$ cat src/rtl/iseq_pkg.sv
package iseq_pkg;
  localparam int NUM_PHASES = 4;
  localparam int MAX_PC_W   = 32;

  typedef enum logic [1:0] {PH_T1, PH_T2, PH_T3, PH_T4} phase_e;

  // sequential successor of a counter value (caller truncates to its width)
  function automatic logic [MAX_PC_W-1:0] pc_step(input logic [MAX_PC_W-1:0] pc);
    return pc + 32'd1;
  endfunction

  // replace the low byte of a counter value, keeping the upper bits
  function automatic logic [MAX_PC_W-1:0] merge_low(input logic [MAX_PC_W-1:0] pc,
                                                    input logic [7:0] lo);
    return {pc[MAX_PC_W-1:8], lo};
  endfunction
endpackage

$ cat src/rtl/iseq_phase_gen.sv
module iseq_phase_gen
  import iseq_pkg::*;
(
  input  logic                  clk,
  input  logic                  rst,
  output logic                  half_q,
  output phase_e                phase_q,
  output logic [NUM_PHASES-1:0] phase_oh,
  output logic                  cycle_end
);
  always_ff @(posedge clk) begin
    if (rst) begin
      half_q  <= 1'b0;
      phase_q <= PH_T1;
    end else begin
      half_q <= ~half_q;
      if (half_q) phase_q <= phase_e'(phase_q + 2'd1);
    end
  end

  assign cycle_end = half_q && (phase_q == PH_T4);

  for (genvar g = 0; g < NUM_PHASES; g++) begin : g_dec
    assign phase_oh[g] = (phase_q == phase_e'(g));
  end
endmodule

$ cat src/rtl/iseq_pc_ctrl.sv
module iseq_pc_ctrl
  import iseq_pkg::*;
#(
  parameter int PC_W = 12
) (
  input  logic            clk,
  input  logic            rst,
  input  logic            cycle_end,
  input  logic            jmp_req,
  input  logic [PC_W-1:0] jmp_addr,
  input  logic            lo_wr,
  input  logic [7:0]      lo_data,
  output logic [PC_W-1:0] pc,
  output logic            stall,
  output logic            take
);
  logic [PC_W-1:0] tgt_q;
  logic [PC_W-1:0] req_tgt;
  logic [PC_W-1:0] seq_pc;
  logic [PC_W-1:0] lo_tgt;

  assign seq_pc  = PC_W'(pc_step(MAX_PC_W'(pc)));
  assign lo_tgt  = PC_W'(merge_low(MAX_PC_W'(pc), lo_data));
  assign req_tgt = jmp_req ? jmp_addr : lo_tgt;
  assign take    = cycle_end && !stall && (jmp_req || lo_wr);

  always_ff @(posedge clk) begin
    if (rst) begin
      pc    <= '0;
      stall <= 1'b0;
      tgt_q <= '0;
    end else if (cycle_end) begin
      if (stall) begin
        pc    <= tgt_q;
        stall <= 1'b0;
      end else if (take) begin
        stall <= 1'b1;
        tgt_q <= req_tgt;
      end else begin
        pc <= seq_pc;
      end
    end
  end
endmodule

$ cat src/rtl/instr_phase_seq.sv
module instr_phase_seq
  import iseq_pkg::*;
#(
  parameter int PC_W = 12
) (
  input  logic            clk,
  input  logic            rst,
  input  logic            jmp_req,
  input  logic [PC_W-1:0] jmp_addr,
  input  logic            pclo_wr,
  input  logic [7:0]      pclo_data,
  output logic [3:0]      t_phase,
  output logic            t1_sync,
  output logic            fetch_o,
  output logic            fetch_valid_o,
  output logic            stall_o,
  output logic [PC_W-1:0] pc_o,
  output logic [7:0]      pc_lo_o
);
  logic   div_half;
  logic   cycle_end;
  logic   take_req;
  phase_e phase_cur;

  iseq_phase_gen u_phase (
    .clk       (clk),
    .rst       (rst),
    .half_q    (div_half),
    .phase_q   (phase_cur),
    .phase_oh  (t_phase),
    .cycle_end (cycle_end)
  );

  iseq_pc_ctrl #(.PC_W(PC_W)) u_pc (
    .clk       (clk),
    .rst       (rst),
    .cycle_end (cycle_end),
    .jmp_req   (jmp_req),
    .jmp_addr  (jmp_addr),
    .lo_wr     (pclo_wr),
    .lo_data   (pclo_data),
    .pc        (pc_o),
    .stall     (stall_o),
    .take      (take_req)
  );

  assign t1_sync       = (phase_cur == PH_T1);
  assign fetch_o       = (phase_cur == PH_T1) && !div_half;
  assign fetch_valid_o = fetch_o && !stall_o;
  assign pc_lo_o       = pc_o[7:0];
endmodule

$ cat config.mk
export PLATFORM = sky130hd
export DESIGN_NAME = instr_phase_seq
export DESIGN_NICKNAME = d
export VERILOG_FILES = /design/src/rtl/iseq_pkg.sv /design/src/rtl/iseq_phase_gen.sv /design/src/rtl/iseq_pc_ctrl.sv /design/src/rtl/instr_phase_seq.sv
export SDC_FILE = /design/constraint.sdc
export NUM_CORES = 1
export LEC_CHECK = 0
export ABC_CLOCK_PERIOD_IN_PS = 2600
export BUFFER_PORTS_ARGS = -buffer_cell sky130_fd_sc_hd__buf_4
export CAP_MARGIN = 40
export CORE_ASPECT_RATIO = 2
export CORE_UTILIZATION = 41
export DETAILED_ROUTE_END_ITERATION = 8
export HOLD_SLACK_MARGIN = 0.15
export PLACE_DENSITY_LB_ADDON = 0.05
export SYNTH_ARGS = -nofsm -noshare
export SYNTH_HDL_FRONTEND = slang
export SYNTH_SLANG_ARGS = --single-unit
$ cat constraint.sdc
create_clock -name clk -period 2.6 [get_ports clk]
set_input_delay 0 -clock clk [delete_from_list [all_inputs] [get_ports clk]]
set_output_delay 0 -clock clk [all_outputs]
set_load 0.005 [all_outputs]
# [Word level (Yosys, flattened, before mapping)]
# Cells that the tools add are included.
[classes] n_addsub=2 muxes=5 eq_ne=4 bitwise_logic=2 n_reduce_logical=11
[ops] cell="two-way mux 12 bit" count=3
[ops] cell="adder 12 x 1 -> 12 bit (second input constant)" count=1
[ops] cell="logical AND 1 bit" count=5
[ops] cell="equality test 2 bit (second input constant)" count=2
[ops] cell="AND reduction 3 bit" count=1
[ops] cell="adder 2 x 1 -> 2 bit (second input constant)" count=1
[ops] cell="equality test 2 x 1 -> 1 bit (second input constant)" count=1
[ops] cell="zero test 1 bit" count=2
[ops] cell="zero test 2 bit" count=1
[ops] cell="two-way mux 1 bit" count=2
[ops] cell="inequality test 2 x 1 -> 1 bit (second input constant)" count=1
[ops] cell="inverter 1 bit" count=2
[ops] cell="AND reduction 2 bit" count=1
[ops] cell="logical OR 1 bit" count=1
[word_totals] output_inout_bits=28 inputBits=24 ff_bits=28 wordCells=29

# [Logic depth before layout (Yosys ltp)]
[logic_depth] ltp_word=6 ltp_mapped=6

# [Hierarchy]
# A second synthesis with hierarchy kept.
[hier_totals] hier_cells=185 area_unflattened_um2=1602.8
[by_module_without_submodules] mod="iseq_pc_ctrl" seq_area_each_um2=500.5 cells_each=159 area_per_inst_um2=1366.3 n_inst=1
[by_module_without_submodules] mod="iseq_phase_gen" seq_area_each_um2=60.1 cells_each=15 area_per_inst_um2=155.1 n_inst=1
[by_module_without_submodules] mod="instr_phase_seq" seq_area_each_um2=0.0 cells_each=11 area_per_inst_um2=81.3 n_inst=1

# [Least setup slack after synthesis]
# OpenSTA, ideal clock, no wires.
[synth_path] kind="flip-flop to flip-flop" from="reg u_phase.phase_q[0]" to="reg u_pc.pc[9]" setup_slack_ns=1.061 stages_incl_launch_ff=6 t_required_ns=2.526 t_arrival_ns=1.464 period_less_slack_ns=1.539 cell_sequence="dfxtp_1 > ha_1 > nand2_2 > o21bai_4 > or4b_1 > a31oi_1"
[synth_via] elab_chain_cells=6
[synth_lines] element="start, declared" line="iseq_phase_gen.sv:7" source="output phase_e phase_q,"
[synth_lines] element="start signal, assigned" line="iseq_phase_gen.sv:17" source="if (half_q) phase_q <= phase_e'(phase_q + 2'd1);"
[synth_lines] element="equality test 2 bit *"
[synth_lines] element="net t_phase[3]" line="instr_phase_seq.sv:12" source="output logic [3:0] t_phase,"
[synth_lines] element="logical AND 1 bit *" line="iseq_phase_gen.sv:21" source="assign cycle_end = half_q && (phase_q == PH_T4);"
[synth_lines] element="logical AND 1 bit (2 in a row)" line="iseq_pc_ctrl.sv:25" source="assign take = cycle_end && !stall && (jmp_req || lo_wr);"
[synth_lines] element="inequality test 2 x 1 -> 1 bit (no line)"
[synth_lines] element="AND reduction 2 bit (no line) *"
[synth_lines] element="end signal, assigned" line="iseq_pc_ctrl.sv:34" source="pc <= tgt_q;"
[synth_lines] element="end signal, assigned" line="iseq_pc_ctrl.sv:40" source="pc <= seq_pc;"
[synth_lines] element="end, declared" line="iseq_pc_ctrl.sv:13" source="output logic [PC_W-1:0] pc,"
# The timed path passes the listed nets; every way through them passes the cells marked *.
# A chain may end at the register's enable or synchronous reset.

# [Worst setup path after layout]
[layout_path] from="reg u_phase.phase_q[0]" to="reg u_pc.tgt_q[0]"
[layout_via] elab_chain_cells=5
[layout_lines] element="equality test 2 bit *" line="iseq_phase_gen.sv:21"
[layout_lines] element="logical AND 1 bit *" line="iseq_phase_gen.sv:21"
[layout_lines] element="logical AND 1 bit (2 in a row)" line="iseq_pc_ctrl.sv:25"
[layout_lines] element="AND reduction 3 bit (no line) *"
[layout_lines] element="end signal, assigned" line="iseq_pc_ctrl.sv:38" source="tgt_q <= req_tgt;"
[layout_lines] element="end, declared" line="iseq_pc_ctrl.sv:17" source="logic [PC_W-1:0] tgt_q;"
# Every way passes the cells marked *; elsewhere a longest branch is shown, timed or not.

==> impl_metrics.env <==
export IMPL_die_w_microns=46.4
export IMPL_synth_edff_count=0
export IMPL_tritoncts="built"
export IMPL_irDropWorstVdd_uv=308
export IMPL_drive_above_1_share=0.283
export IMPL_iteration_count_of_the_initial_detailed_routing_pass=5
export IMPL_syn_nets=208
export IMPL_pre_cts_ws_ps=741
export IMPL_setup_violations=0
export IMPL_cts_root_to_sink_buffers=2
export IMPL_clkLatencyLatePin_ps=270
export IMPL_route_detailed_drc=0
export IMPL_power_internal_uw=629
export IMPL_slew_headroom=0.455
export IMPL_io_pin_count=52
export IMPL_rsz0062_at_grt="no"
export IMPL_core_region_area_sq_mm=0.00380
export IMPL_tightestPinTransition_ps=815
export IMPL_initial_core_util=0.425
export IMPL_pin_count_of_the_biggest_net_entering_global_routing=32
export IMPL_place_hpwl_microns=2820
export IMPL_outcome="complete, no violations"
export IMPL_clock_sinks=28
export IMPL_final_min_period_over_clock_period=0.913
export IMPL_setup_worst_path_class="reg2reg"
export IMPL_required_ps=2820
export IMPL_finalHoldViolations=0
export IMPL_grt_first_pass_wirelength_microns=6740
export IMPL_worst_clock_skew_ps=1.52
export IMPL_critical_path_arrival_ps=2590
export IMPL_share_seq_of_total_power=0.540
export IMPL_fill_cells=373
export IMPL_power_static_leakage_uw=0.000873
export IMPL_synth_cells=179
export IMPL_syn_to_final_growth_pct=37.1
export IMPL_synthesis_yosys_warnings=0
export IMPL_nets=271
export IMPL_number_of_global_route_vias_before_repair=1468
export IMPL_power_switching_uw=198
export IMPL_synth_top_cell_area_share=0.347
export IMPL_die_area_sq_mm=0.00421
export IMPL_worst_setup_hold_path_clk_slew_ps=100
export IMPL_yosysTopAreaCell="sky130_fd_sc_hd__dfxtp_1"
export IMPL_netSwitchingFraction=0.239
export IMPL_synth_top_cells_by_area="sky130_fd_sc_hd__dfxtp_1, sky130_fd_sc_hd__mux2i_1, sky130_fd_sc_hd__a211oi_1"
export IMPL_setup_slack_ps=225
export IMPL_synthDistinctLibCells=49
export IMPL_rows=32
export IMPL_max_cap_violations=0
export IMPL_hp_class="in2reg"
export IMPL_async_reset_ff_frac=0
export IMPL_clock_power_share=0.292
export IMPL_htree_num_levels=1
export IMPL_synth_cell_area_sq_mm=0.00162
export IMPL_postSynthAreaPerCell_sq_um=9.03
export IMPL_ctsRootBufferMaster="sky130_fd_sc_hd__clkbuf_8"
export IMPL_drt_vias_per_instance=5.26
export IMPL_synth_ff_type="sky130_fd_sc_hd__dfxtp_1"
export IMPL_resized_after_cts=0
export IMPL_die_height_microns=90.8
export IMPL_pwr_density_cell_mw_per_mm2=373
export IMPL_grt_overflow=0
export IMPL_grt_total_usage=0.210
export IMPL_r2r_slack_ps=230
export IMPL_timing_final_crit_period_ps=2370
export IMPL_num_antenna_cells=0
export IMPL_endpoint_kind="register"
export IMPL_ys_seq_area_frac=0.347
export IMPL_iter_0_drt_violations=31
export IMPL_routed_wirelength_microns=4060
export IMPL_gp_congestion=0.808
export IMPL_synth_seq_cells=28
export IMPL_comb_power_share=0.168
export IMPL_finalSetupTns_ps=0
export IMPL_fmax_mhz=421
export IMPL_worstPathMaxFanout=25
export IMPL_setup_worst_path_start_class="register"
export IMPL_place_port_buffers=51
export IMPL_num_vias=1532
export IMPL_numCtsBuffers=3
export IMPL_grt_antenna_before_repair=0
export IMPL_post_drt_wl_per_cell_microns=13.9
export IMPL_drtAntennaViolNets=0
export IMPL_postCtsSetupBuffers=0
export IMPL_drv_slew=0
[cells by family (layout without fill, tap and decap cells)]
family,count (synthesis),after routing,share of synthesized area
mux,15,15,0.0929
flops,28,28,0.347
xor+xnor,1,1,0.00542
fa+ha+maj,5,5,0.0387
simple gates,58,58,0.194
compound gates,46,46,0.211
buf+inv,26,87,0.111
[what timing repair did]
action                     4_1_cts  5_1_grt
setup endpoints to repair        0        1
hold endpoints to repair        22        0
hold buffers                    26        0
[cell type report]
cell class              count  area (sq um)  share of cell area
clock buffers               3          41.3              0.0186
inverters                   6          22.5              0.0102
multi-input cells         125           877               0.396
flip-flops and latches     28           561               0.253
well taps                  51          63.8              0.0288
repair buffers             78           651               0.294
[flip-flops by register name, indices dropped and copies added (netlist names)]
register and flops:
u_phase.phase_q 2, u_pc.stall 1, u_pc.pc 12, u_phase.half_q 1
u_pc.tgt_q 12
[cells in the final DEF (no fill, tap or decap), drive strengths merged, types with 2 or more instances in the layout]
cell,instances
nor2,24
nor3,4
a22oi,2
o21ba,2
mux2i,15
o21ai,4
or4b,2
ha,5
a211oi,13
nand4,4
dfxtp,28
a21oi,9
inv,6
a31oi,3
nand2b,3
nand3,3
buf,52
nand2,11
and3,2
dlygate4sd3,26
clkbuf,3
[synth_stat cells, drive strengths merged, types with 2 or more instances]
cell,n
a31oi,3
a211oi,13
a22oi,2
clkbuf,3
nor2,24
nand4,4
o21ba,2
or4b,2
and3,2
o21ai,4
nand3,3
a21oi,9
ha,5
buf,17
dfxtp,28
mux2i,15
inv,6
nand2,11
nor3,4
nand2b,3
[per-layer routing]
metal	vias up	wire length [microns]	GRT usage
met5	-	0	0
met4	0	34	0.0662
met3	2	118	0.0180
met2	39	2240	0.365
met1	727	1670	0.252
li1	764	-	-
[stage by stage]
step	instances	util	power [uW]	hold slack [ps]	area [sq um]
5_1_grt	291	0.583	861	248	2220
2_1_floorplan	179	-	514	185	1620
6_report	291	0.583	826	223	2220
3_3_place_gp	262	0.503	561	364	1910
4_1_cts	291	0.583	829	227	2220
3_5_place_dp	262	0.503	565	365	1910
[path summary, 6_finish.rpt]
path	cells past startpoint	to	from
max reg2reg	6	u_pc.tgt_q[0]	u_phase.phase_q[0]
min	3	u_pc.tgt_q[10]	jmp_req
max	6	u_pc.tgt_q[0]	u_phase.phase_q[0]
min reg2reg	2	u_pc.tgt_q[10]	u_pc.tgt_q[10]
[critical path: stages (launching register included)]
cell and delay (ps):
sky130_fd_sc_hd__dfxtp_1 420, sky130_fd_sc_hd__ha_1 240, sky130_fd_sc_hd__nand2_2 110, sky130_fd_sc_hd__nor3_4 650
sky130_fd_sc_hd__nor2_1 80, sky130_fd_sc_hd__a211oi_1 230, sky130_fd_sc_hd__dlygate4sd3_1 590
[power groups by stage]
stage | clock, uW | combinational, uW | sequential [uW]
floorplan | 0 | 60.2 | 453
global placement | 0 | 106 | 455
detailed placement | 0 | 109 | 456
CTS | 244 | 139 | 446
global route | 264 | 150 | 448
finish | 241 | 139 | 446
Note: power is estimated with default switching activity, not from simulation.
